[src/rtl/spim_pkg.sv]
package spim_pkg;

  localparam int WIDE_BITS   = 16;
  localparam int NARROW_BITS = 8;

  // register byte offsets
  localparam int OFS_CTRL  = 'h00;
  localparam int OFS_CFG   = 'h04;
  localparam int OFS_TX    = 'h08;
  localparam int OFS_RX    = 'h0C;
  localparam int OFS_CAUSE = 'h10;

  // field positions
  localparam int CTRL_EN_BIT   = 0;
  localparam int CTRL_BUSY_BIT = 1;
  localparam int CTRL_IDX_LSB  = 2;
  localparam int CFG_WIDE_BIT  = 5;
  localparam int CFG_CPOL_BIT  = 11;
  localparam int CFG_CPHA_BIT  = 12;

  typedef struct packed {
    logic cpha;
    logic cpol;
    logic wide;
  } spim_mode_t;

  function automatic int unsigned word_bits(input logic wide);
    return wide ? WIDE_BITS : NARROW_BITS;
  endfunction

  // place the outgoing word so that its MSB sits at the top of the shifter
  function automatic logic [WIDE_BITS-1:0] align_tx(input logic wide,
                                                    input logic [WIDE_BITS-1:0] d);
    return wide ? d : {d[NARROW_BITS-1:0], {(WIDE_BITS-NARROW_BITS){1'b0}}};
  endfunction

  // keep only the bits that were shifted in during this exchange
  function automatic logic [WIDE_BITS-1:0] trim_rx(input logic wide,
                                                   input logic [WIDE_BITS-1:0] d);
    return wide ? d : {{(WIDE_BITS-NARROW_BITS){1'b0}}, d[NARROW_BITS-1:0]};
  endfunction

  // edges are numbered from 0; even numbers are leading edges
  function automatic logic is_sample_edge(input logic cpha, input logic edge_odd);
    return edge_odd == cpha;
  endfunction

endpackage

[src/rtl/spim_clkdiv.sv]
module spim_clkdiv #(
  parameter int HALF_CYC = 4
) (
  input  logic clk,
  input  logic rst_n,
  input  logic run,
  output logic tick
);
  localparam int CW = $clog2(HALF_CYC + 1);
  localparam logic [CW-1:0] LAST = CW'(HALF_CYC - 1);

  logic [CW-1:0] cnt_q;

  assign tick = run && (cnt_q == LAST);

  always_ff @(posedge clk or negedge rst_n) begin
    if (!rst_n) begin
      cnt_q <= '0;
    end else if (!run || tick) begin
      cnt_q <= '0;
    end else begin
      cnt_q <= cnt_q + 1'b1;
    end
  end
endmodule

[src/rtl/spim_shifter.sv]
module spim_shifter
  import spim_pkg::*;
#(
  parameter int EW = $clog2(2 * WIDE_BITS)
) (
  input  logic                 clk,
  input  logic                 rst_n,
  input  logic                 start,
  input  logic [WIDE_BITS-1:0] tx_word,
  input  spim_mode_t           mode,
  input  logic                 tick,
  input  logic                 miso,
  output logic                 busy,
  output logic                 done,
  output logic                 phase,
  output logic                 mosi,
  output logic [WIDE_BITS-1:0] rx_word,
  output logic [EW-1:0]        edge_idx
);
  logic [WIDE_BITS-1:0] sh_tx_q, sh_rx_q;
  logic [EW-1:0]        edge_q;
  logic                 busy_q, done_q, phase_q;
  logic [EW-1:0]        last_edge;
  logic                 sample_now, shift_now;

  assign last_edge  = EW'(2 * word_bits(mode.wide) - 1);
  assign sample_now = is_sample_edge(mode.cpha, edge_q[0]);
  // with phase 1 the first bit is already on MOSI before the first leading edge
  assign shift_now  = !sample_now && !(mode.cpha && (edge_q == '0));

  always_ff @(posedge clk or negedge rst_n) begin
    if (!rst_n) begin
      busy_q  <= 1'b0;
      done_q  <= 1'b0;
      phase_q <= 1'b0;
      edge_q  <= '0;
      sh_tx_q <= '0;
      sh_rx_q <= '0;
    end else begin
      done_q <= 1'b0;
      if (start && !busy_q) begin
        busy_q  <= 1'b1;
        phase_q <= 1'b0;
        edge_q  <= '0;
        sh_tx_q <= tx_word;
        sh_rx_q <= '0;
      end else if (busy_q && tick) begin
        phase_q <= ~phase_q;
        if (sample_now) sh_rx_q <= {sh_rx_q[WIDE_BITS-2:0], miso};
        if (shift_now)  sh_tx_q <= {sh_tx_q[WIDE_BITS-2:0], 1'b0};
        if (edge_q == last_edge) begin
          busy_q <= 1'b0;
          done_q <= 1'b1;
        end else begin
          edge_q <= edge_q + 1'b1;
        end
      end
    end
  end

  assign busy     = busy_q;
  assign done     = done_q;
  assign phase    = phase_q;
  assign mosi     = sh_tx_q[WIDE_BITS-1];
  assign rx_word  = trim_rx(mode.wide, sh_rx_q);
  assign edge_idx = edge_q;
endmodule

[src/rtl/spim_regs.sv]
module spim_regs
  import spim_pkg::*;
#(
  parameter int ADDR_W = 5,
  parameter int DATA_W = 32,
  parameter int NCS    = 8,
  localparam int IDXW  = $clog2(NCS)
) (
  input  logic                 clk,
  input  logic                 rst_n,
  input  logic [ADDR_W-1:0]    bus_addr,
  input  logic                 bus_we,
  input  logic [DATA_W-1:0]    bus_wdata,
  output logic [DATA_W-1:0]    bus_rdata,
  input  logic                 busy,
  input  logic                 done,
  input  logic [WIDE_BITS-1:0] rx_word,
  output logic                 start,
  output logic                 tx_wr,
  output logic [WIDE_BITS-1:0] tx_word,
  output spim_mode_t           mode,
  output logic                 cs_en,
  output logic [IDXW-1:0]      cs_idx,
  output logic                 cause_flag
);
  logic hit_ctrl, hit_cfg, hit_tx, hit_rx, hit_cause;

  assign hit_ctrl  = bus_addr == ADDR_W'(OFS_CTRL);
  assign hit_cfg   = bus_addr == ADDR_W'(OFS_CFG);
  assign hit_tx    = bus_addr == ADDR_W'(OFS_TX);
  assign hit_rx    = bus_addr == ADDR_W'(OFS_RX);
  assign hit_cause = bus_addr == ADDR_W'(OFS_CAUSE);

  spim_mode_t           mode_q;
  logic                 en_q, cause_q;
  logic [IDXW-1:0]      idx_q;
  logic [WIDE_BITS-1:0] rx_q, txlast_q;

  assign tx_wr   = bus_we && hit_tx;
  assign start   = tx_wr && !busy;
  assign tx_word = align_tx(mode_q.wide, bus_wdata[WIDE_BITS-1:0]);

  always_ff @(posedge clk or negedge rst_n) begin
    if (!rst_n) begin
      mode_q   <= '0;
      en_q     <= 1'b0;
      idx_q    <= '0;
      cause_q  <= 1'b0;
      rx_q     <= '0;
      txlast_q <= '0;
    end else begin
      if (bus_we && hit_ctrl) begin
        en_q  <= bus_wdata[CTRL_EN_BIT];
        idx_q <= bus_wdata[CTRL_IDX_LSB +: IDXW];
      end
      if (bus_we && hit_cfg) begin
        mode_q.cpha <= bus_wdata[CFG_CPHA_BIT];
        mode_q.cpol <= bus_wdata[CFG_CPOL_BIT];
        mode_q.wide <= bus_wdata[CFG_WIDE_BIT];
      end
      if (start) txlast_q <= bus_wdata[WIDE_BITS-1:0];
      if (done) begin
        cause_q <= 1'b1;
        rx_q    <= rx_word;
      end else if (bus_we && hit_cause && (bus_wdata == '0)) begin
        cause_q <= 1'b0;
      end
    end
  end

  always_comb begin
    bus_rdata = '0;
    if (hit_ctrl) begin
      bus_rdata[CTRL_EN_BIT]             = en_q;
      bus_rdata[CTRL_BUSY_BIT]           = busy;
      bus_rdata[CTRL_IDX_LSB +: IDXW]    = idx_q;
    end else if (hit_cfg) begin
      bus_rdata[CFG_CPHA_BIT]            = mode_q.cpha;
      bus_rdata[CFG_CPOL_BIT]            = mode_q.cpol;
      bus_rdata[CFG_WIDE_BIT]            = mode_q.wide;
    end else if (hit_tx) begin
      bus_rdata[WIDE_BITS-1:0]           = txlast_q;
    end else if (hit_rx) begin
      bus_rdata[WIDE_BITS-1:0]           = rx_q;
    end else if (hit_cause) begin
      bus_rdata[0]                       = cause_q;
    end
  end

  assign mode       = mode_q;
  assign cs_en      = en_q;
  assign cs_idx     = idx_q;
  assign cause_flag = cause_q;
endmodule

[src/rtl/spim_word_master.sv]
module spim_word_master
  import spim_pkg::*;
#(
  parameter int ADDR_W   = 5,
  parameter int DATA_W   = 32,
  parameter int NCS      = 8,
  parameter int HALF_CYC = 4
) (
  input  logic              clk,
  input  logic              rst_n,
  input  logic [ADDR_W-1:0] bus_addr,
  input  logic              bus_we,
  input  logic [DATA_W-1:0] bus_wdata,
  output logic [DATA_W-1:0] bus_rdata,
  output logic              sclk,
  output logic              mosi,
  input  logic              miso,
  output logic [NCS-1:0]    cs_n
);
  localparam int IDXW   = $clog2(NCS);
  localparam int EDGE_W = $clog2(2 * WIDE_BITS);

  // named internal events, also used by the bound checker
  logic                 start_w, tx_wr_w, busy_w, done_w, tick_w, phase_w;
  logic                 cs_en_w, cause_w, cpol_w;
  logic [IDXW-1:0]      cs_idx_w;
  logic [WIDE_BITS-1:0] tx_word_w, rx_word_w;
  logic [EDGE_W-1:0]    edge_idx_w;
  spim_mode_t           mode_w;

  spim_regs #(.ADDR_W(ADDR_W), .DATA_W(DATA_W), .NCS(NCS)) u_regs (
    .clk        (clk),
    .rst_n      (rst_n),
    .bus_addr   (bus_addr),
    .bus_we     (bus_we),
    .bus_wdata  (bus_wdata),
    .bus_rdata  (bus_rdata),
    .busy       (busy_w),
    .done       (done_w),
    .rx_word    (rx_word_w),
    .start      (start_w),
    .tx_wr      (tx_wr_w),
    .tx_word    (tx_word_w),
    .mode       (mode_w),
    .cs_en      (cs_en_w),
    .cs_idx     (cs_idx_w),
    .cause_flag (cause_w)
  );

  spim_clkdiv #(.HALF_CYC(HALF_CYC)) u_div (
    .clk   (clk),
    .rst_n (rst_n),
    .run   (busy_w),
    .tick  (tick_w)
  );

  spim_shifter #(.EW(EDGE_W)) u_shift (
    .clk      (clk),
    .rst_n    (rst_n),
    .start    (start_w),
    .tx_word  (tx_word_w),
    .mode     (mode_w),
    .tick     (tick_w),
    .miso     (miso),
    .busy     (busy_w),
    .done     (done_w),
    .phase    (phase_w),
    .mosi     (mosi),
    .rx_word  (rx_word_w),
    .edge_idx (edge_idx_w)
  );

  assign cpol_w = mode_w.cpol;
  assign sclk   = phase_w ^ cpol_w;

  for (genvar i = 0; i < NCS; i++) begin : g_cs
    assign cs_n[i] = !(cs_en_w && (cs_idx_w == IDXW'(i)));
  end
endmodule

[config.mk]
export PLATFORM = sky130hd
export DESIGN_NAME = spim_word_master
export DESIGN_NICKNAME = d
export VERILOG_FILES = /design/src/rtl/spim_pkg.sv /design/src/rtl/spim_clkdiv.sv /design/src/rtl/spim_shifter.sv /design/src/rtl/spim_regs.sv /design/src/rtl/spim_word_master.sv
export SDC_FILE = /design/constraint.sdc
export NUM_CORES = 1
export LEC_CHECK = 0
export BUFFER_PORTS_ARGS = -buffer_cell sky130_fd_sc_hd__buf_2
export CORE_MARGIN = 3
export CORE_UTILIZATION = 50
export CTS_BUF_LIST = sky130_fd_sc_hd__clkbuf_4 sky130_fd_sc_hd__clkbuf_8
export CTS_CLUSTER_DIAMETER = 40
export DETAILED_ROUTE_END_ITERATION = 16
export HOLD_SLACK_MARGIN = 0.15
export PLACE_DENSITY = 0.82
export SLEW_MARGIN = 20
export SYNTH_ARGS = -nofsm -noshare
export SYNTH_HDL_FRONTEND = slang
export SYNTH_SLANG_ARGS = --single-unit
[constraint.sdc]
create_clock -name clk -period 1.8 [get_ports clk]
set_input_delay 0.09 -clock clk [delete_from_list [all_inputs] [get_ports clk]]
set_output_delay 0.09 -clock clk [all_outputs]
set_load 0.03 [all_outputs]
==> impl_metrics.py, run 1 <==
metrics = {
    "critical_path": {
        "cp-start-kind": "flip-flop",
        "reg2reg_depth": 6,
        "r2r_start": "u_shift.edge_idx[1]$_DFFE_PN0P_",
        "worst-setup-path-type": "reg2reg",
        "r2r-end": "u_shift.sh_tx_q[11]$_DFFE_PN0P_",
        "cp_data_required_time_ps": 2040,
        "crit_fanout": 15,
        "cp-endpoint": "u_shift.sh_tx_q[11]$_DFFE_PN0P_",
        "rrSetupSlack_ps": 60,
        "worstSetupStartpoint": "u_shift.edge_idx[1]$_DFFE_PN0P_",
        "worstPathArrival_ps": 1980,
        "endpoint_kind": "flip-flop",
    },
    "floorplan": {
        "die-width_um": 96.8,
        "start_util_pct": 52.5,
        "die_h_um": 96.8,
        "rows": 32,
        "dieArea_um2": 9370,
        "core_region_area_um2": 7850,
        "ios": 83,
    },
    "timing": {
        "worst_pin_slew_ps": 583,
        "hold_violations": 0,
        "post-route-period-util_pct": 96.8,
        "min_period_ps": 1740,
        "clock.fmax_ghz": 0.574,
        "report.final.slew_viol_count": 0,
        "slew-limit-headroom_pct": 61.0,
        "clock_skew_ps": 16.4,
        "finalSetupViolCount": 0,
        "setup_ws_ps": 58.2,
        "tns_ps": 0,
    },
    "clocking": {
        "root_buffer": "clkbuf_8",
        "clock_latency_ps": 360,
        "clk_pin_slew_ps": 100,
        "cts_inserted_buffers": 9,
        "post-cts-setup-buffers": 0,
        "clock_sinks": 83,
        "h-tree-depth": 3,
        "clk_path_buf_depth": 2,
        "cts_tree": "done",
    },
    "synthesis": {
        "avgSynthCellArea_um2": 9.54,
        "ys_types": 37,
        "netlist_instances": 432,
        "ys_ff_latch": 83,
        "seq_area_frac_synth_pct": 50.4,
        "syn_area_um2": 4120,
        "synth_warnings": 0,
    },
    "cells_and_area": {
        "most-common-layout-cells": "86 x nand2_1, 83 x dfrtp_1, 64 x buf_2, 34 x nor2_1, 32 x a21oi_1",
        "fill_cells": 537,
        "nets": 576,
        "drive_gt1_share_pct": 23.3,
        "antenna_cells": 0,
        "final_common_cell": "nand2_1",
        "final_area_um2": 5150,
        "instances_no_fill": 638,
        "area_growth_pct": 24.9,
    },
    "power_and_ir_drop": {
        "p_leak_nw": 2.48,
        "power_frac_seq_pct": 45.6,
        "power.switching_mw": 2.16,
        "p_sw_share_pct": 34.9,
        "p_int_mw": 4.02,
        "p_per_area_nw_per_um2": 1200,
        "comb_power_share_pct": 30.4,
        "ir_drop_mv": 0.493,
        "p_clk_share_pct": 24.0,
    },
    "placed_design": {
        "numPlacedInstances": 591,
        "placed_area_um2": 4570,
        "port_buffers": 66,
        "dp_hpwl_um": 7040,
        "post-place-ws_ps": 55.4,
        "gp_congestion": 0.920,
    },
    "status": {
        "outcome": "completed",
    },
    "drt": {
        "drt-initial-drc-count": 278,
        "ant_nets": 0,
        "vias": 3551,
        "wl_um": 11000,
        "route.detailed.drc": 0,
        "drtPass1Iterations": 4,
        "via_per_inst": 5.57,
        "wl_per_cell_um": 17.2,
    },
    "grt": {
        "globalRoute.totalOverflow": 0,
        "antenna_found_initial": 0,
        "grt_pass1_wl_um": 17700,
        "grt.total_usage_pct": 23.4,
        "grt_pass1_vias": 3519,
        "grt_max_degree": 71,
    },
    "flow_run": {
        "drv_cap": 0,
    },
    "min_path": {
        "hold_path_class": "in2async",
    },
}
## worst min path at each step
stage                                                 to  cells past startpoint
final                     u_shift.sh_tx_q[5]$_DFFE_PN0P_                      3
after global routing      u_regs.txlast_q[6]$_DFFE_PN0P_                      3
after CTS                 u_shift.sh_tx_q[5]$_DFFE_PN0P_                      3
after detailed placement  u_shift.sh_tx_q[8]$_DFFE_PN0P_                      1
after global placement    u_shift.sh_tx_q[9]$_DFFE_PN0P_                      1
after floorplan                 u_div.cnt_q[0]$_DFF_PN0_                      0
## layer usage
layer | vias up | part of all wire [%] | track usage [%]
li1 | 1647 | - | -
met1 | 1714 | 40 | 28.7
met2 | 162 | 51 | 40.0
met3 | 28 | 7.0 | 4.69
met4 | 0 | 2.3 | 10.4
met5 | - | 0 | 0
## logic make-up (layout without fill, tap and decap cells)
family                   count (synthesis)  in the layout  synth area share (%)
buffers and inverters                   55            144                  7.01
AND/OR/NAND/NOR                        170            170                  18.3
flip-flops                              83             83                  50.4
other                                    1             16                0.0910
multiplexers                            47             47                  12.0
XOR/XNOR                                 4              4                 0.850
adder cells (fa/ha/maj)                  4              4                  1.21
AO/OA/AOI/OAI                           68             68                  10.2
## synth_stat cells
library cell   n  area share, %
a21oi_1       32            3.9
a221o_1        8            1.9
a22oi_1        3           0.55
a31oi_1        4           0.61
buf_2          9            1.1
buf_4         17            3.1
buf_6          1           0.27
clkbuf_1      14            1.3
conb_1         1          0.091
dfrtp_1       83             50
ha_1           4            1.2
inv_1         14            1.3
mux2_2        18            4.9
mux2i_1       29            7.0
nand2_1       87            7.9
nand2b_1       3           0.46
nand3_1       17            2.1
nand4_1        3           0.46
nand4b_1       1           0.21
nor2_1        34            3.1
nor2_2         1           0.15
nor2b_1        5           0.76
nor3_1         4           0.49
nor3_4         1           0.39
nor4_1         7            1.1
nor4b_1        2           0.42
o211ai_1       2           0.36
o21ai_0       13            1.6
o21bai_1       1           0.18
o22ai_1        1           0.15
o22ai_2        1           0.30
o31ai_1        2           0.36
o32a_1         1           0.24
or3_1          4           0.61
or4b_1         1           0.24
xnor2_1        2           0.42
xor2_1         2           0.42
## flip-flops by register name (all words and copies together) (netlist names)
register and count:
u_div.cnt_q 3, u_regs.cause_flag 1, u_regs.cs_en 1, u_regs.cs_idx 3, u_regs.mode 3, u_regs.rx_q 16, u_regs.txlast_q 16, u_shift.busy 1
u_shift.done 1, u_shift.edge_idx 5, u_shift.phase 1, u_shift.sh_rx_q 16, u_shift.sh_tx_q 16
## through the flow
| step | util [%] | power, mW | hold slack, ps |
|---|---|---|---|
| 2_1_floorplan | - | 3.95 | -206 |
| 3_3_place_gp | 58.2 | 4.39 | -54.1 |
| 3_5_place_dp | 58.2 | 4.54 | -43.9 |
| 4_1_cts | 65.1 | 6.08 | 296 |
| 5_1_grt | 65.6 | 6.52 | 318 |
| 6_report | 65.6 | 6.18 | 280 |
## area by class of cell
| class | count | area (µm²) | share of cell area [%] |
|---|---|---|---|
| flip-flops and latches | 83 | 2080 | 40.3 |
| well taps | 102 | 128 | 2.48 |
| inverters | 14 | 52.6 | 1.02 |
| repair buffers | 114 | 815 | 15.8 |
| clock inverters | 7 | 101 | 1.97 |
| multi-input cells | 309 | 1850 | 36.0 |
| clock buffers | 9 | 124 | 2.41 |
## power by group through the flow
stage | Sequential, mW | Combinational, mW | Clock (mW)
2_1_floorplan | 2.69 | 1.26 | 0
3_3_place_gp | 2.78 | 1.61 | 0
3_5_place_dp | 2.81 | 1.73 | 0
4_1_cts | 2.78 | 1.80 | 1.50
5_1_grt | 2.87 | 2.08 | 1.57
6_report | 2.82 | 1.88 | 1.48
## worst max-delay path, cell delays in order, from the launching register on
cell     delay [ps]
dfrtp_1         410
inv_1            70
ha_1            160
nor4b_4         300
o22ai_4         150
buf_12          180
a221o_1         350
## what timing repair did
action                     in CTS  in global routing
hold endpoints to repair      118                  0
pin swaps                       0                  1
hold buffers                   31                  0
gates cloned                    0                  0
setup endpoints to repair      15                 23
gates resized for setup         1                  8
Note: power is estimated with default switching activity, not from simulation.
==> run 2: changes to the inputs <==
--- a/config.mk
+++ b/config.mk
@@ -12,7 +12,7 @@
 export CTS_CLUSTER_DIAMETER = 40
 export DETAILED_ROUTE_END_ITERATION = 16
 export HOLD_SLACK_MARGIN = 0.15
-export PLACE_DENSITY = 0.82
+export PLACE_DENSITY_LB_ADDON = 0.1
 export SLEW_MARGIN = 20
 export SYNTH_ARGS = -nofsm -noshare
 export SYNTH_HDL_FRONTEND = slang
==> impl_metrics.py, run 2 (same netlist as run 1, synthesis figures left out) <==
metrics = {
    "grt": {
        "grt.total_usage_pct": 22.4,
        "antenna_found_initial": 0,
        "globalRoute.totalOverflow": 0,
        "grt_pass1_vias": 3446,
        "grt_max_degree": 40,
        "grt_pass1_wl_um": 17100,
    },
    "clocking": {
        "cts_inserted_buffers": 9,
        "clk_pin_slew_ps": 90,
        "cts_tree": "done",
        "clk_path_buf_depth": 2,
        "h-tree-depth": 3,
        "clock_sinks": 83,
        "clock_latency_ps": 360,
        "post-cts-setup-buffers": 0,
        "root_buffer": "clkbuf_8",
    },
    "critical_path": {
        "crit_slowest_cell": "or3_1",
        "endpoint_kind": "flip-flop",
        "crit_fanout": 7,
        "worstPathArrival_ps": 2020,
        "worst-setup-path-type": "reg2reg",
        "cp_cell_sequence": "ha_1, ha_1, nand2_1, o21bai_2, or3_1, a21oi_1",
        "reg2reg_depth": 6,
        "path_common_cell": "ha_1",
        "cp_data_required_time_ps": 2080,
        "slowest_delay_ps": 380,
        "cp-start-kind": "flip-flop",
    },
    "timing": {
        "worst_pin_slew_ps": 536,
        "report.final.slew_viol_count": 0,
        "hold_violations": 0,
        "min_period_ps": 1740,
        "clock.fmax_ghz": 0.575,
        "post-route-period-util_pct": 96.7,
        "slew-limit-headroom_pct": 64.3,
        "setup_ws_ps": 59.7,
        "finalSetupViolCount": 0,
        "clock_skew_ps": 10.5,
    },
    "floorplan": {
        "die_h_um": 96.8,
        "dieArea_um2": 9370,
        "start_util_pct": 52.5,
        "die-width_um": 96.8,
        "rows": 32,
        "ios": 83,
        "core_region_area_um2": 7850,
    },
    "power_and_ir_drop": {
        "p_per_area_nw_per_um2": 1170,
        "p_leak_nw": 2.48,
        "finalPower_mw": 6.03,
        "ir_drop_mv": 0.712,
    },
    "min_path": {
        "hold_path_class": "in2reg",
        "worstHoldPathCells": 4,
    },
    "cells_and_area": {
        "final_common_cell": "nand2_1",
        "nets": 579,
        "final_area_um2": 5150,
        "antenna_cells": 0,
        "most-common-layout-cells": "87 x nand2_1, 83 x dfrtp_1, 65 x buf_2, 34 x nor2_1",
        "area_growth_pct": 24.9,
        "drive_gt1_share_pct": 23.0,
    },
    "placed_design": {
        "post-place-ws_ps": 20.2,
        "placed_area_um2": 4580,
        "dp_hpwl_um": 6840,
        "gp_congestion": 0.857,
        "port_buffers": 66,
    },
    "drt": {
        "vias": 3491,
        "route.detailed.drc": 0,
        "via_per_inst": 5.45,
        "drt-initial-drc-count": 168,
        "wl_um": 10300,
        "wl_per_cell_um": 16.1,
        "ant_nets": 0,
        "drtPass1Iterations": 4,
    },
    "flow_run": {
        "drv_cap": 0,
    },
    "status": {
        "outcome": "completed",
    },
}
## run 2: repair_timing
item | 4_1_cts | 5_1_grt
endpoints found under the hold margin | 106 | 1
endpoints found under the setup margin | 0 | 15
hold buffers | 30 | 3
resized for setup | 0 | 4
## run 2: cell type report
type	count	area [µm²]
clock buffer	9	124
sequential	83	2080
tap	102	128
inverter	14	52.6
timing repair buffer	117	837
fill	647	2700
clock inverter	7	101
multi-input combinational	309	1830
## run 2: final timing paths
kind | start | to | slack (ps)
worst max-delay path | u_div.cnt_q[0]$_DFF_PN0_ | u_shift.edge_idx[3]$_DFFE_PN0P_ | 60
worst min-delay path | bus_we | u_regs.mode[1]$_DFFE_PN0P_ | 200
worst max register to register | u_div.cnt_q[0]$_DFF_PN0_ | u_shift.edge_idx[3]$_DFFE_PN0P_ | 60
worst min register to register | u_div.cnt_q[0]$_DFF_PN0_ | u_div.cnt_q[0]$_DFF_PN0_ | 440
max in group asynchronous | rst_n | u_shift.sh_tx_q[3]$_DFFE_PN0P_ | 950
min in group asynchronous | rst_n | u_regs.cs_idx[1]$_DFFE_PN0P_ | 250
## run 2: power breakdown
group | leakage [nW] | internal [mW] | switching, mW
Combinational | 1.29 | 0.823 | 0.943
Clock | 0.106 | 0.790 | 0.702
Sequential | 1.08 | 2.38 | 0.397
Total | 2.48 | 3.99 | 2.04
## run 2: worst max-delay path: cells and delay by family, from the launching register on
| kind | cells | cell delay [ps] |
|---|---|---|
| adders and majority gates | 2 | 340 |
| DFF | 1 | 360 |
| AOI/OAI and AO/OA | 2 | 460 |
| and+or+nand+nor | 2 | 530 |
## run 2: per-stage QoR
step	hold slack, ps	instances	TNS [ps]	utilization (%)
final	204	641	0	65.6
after global routing	229	641	-10.1	65.6
after CTS	194	639	0	65.1
after detailed placement	108	593	0	58.4
after global placement	106	593	0	58.4
after floorplan	-206	447	0	-
## run 2: per-layer routing
layer	global-route usage [%]	up-vias	wire length (µm)
met5	0	-	0
met4	7.56	0	166
met3	4.61	16	641
met2	36.7	122	4940
met1	29.6	1701	4550
li1	-	1652	-
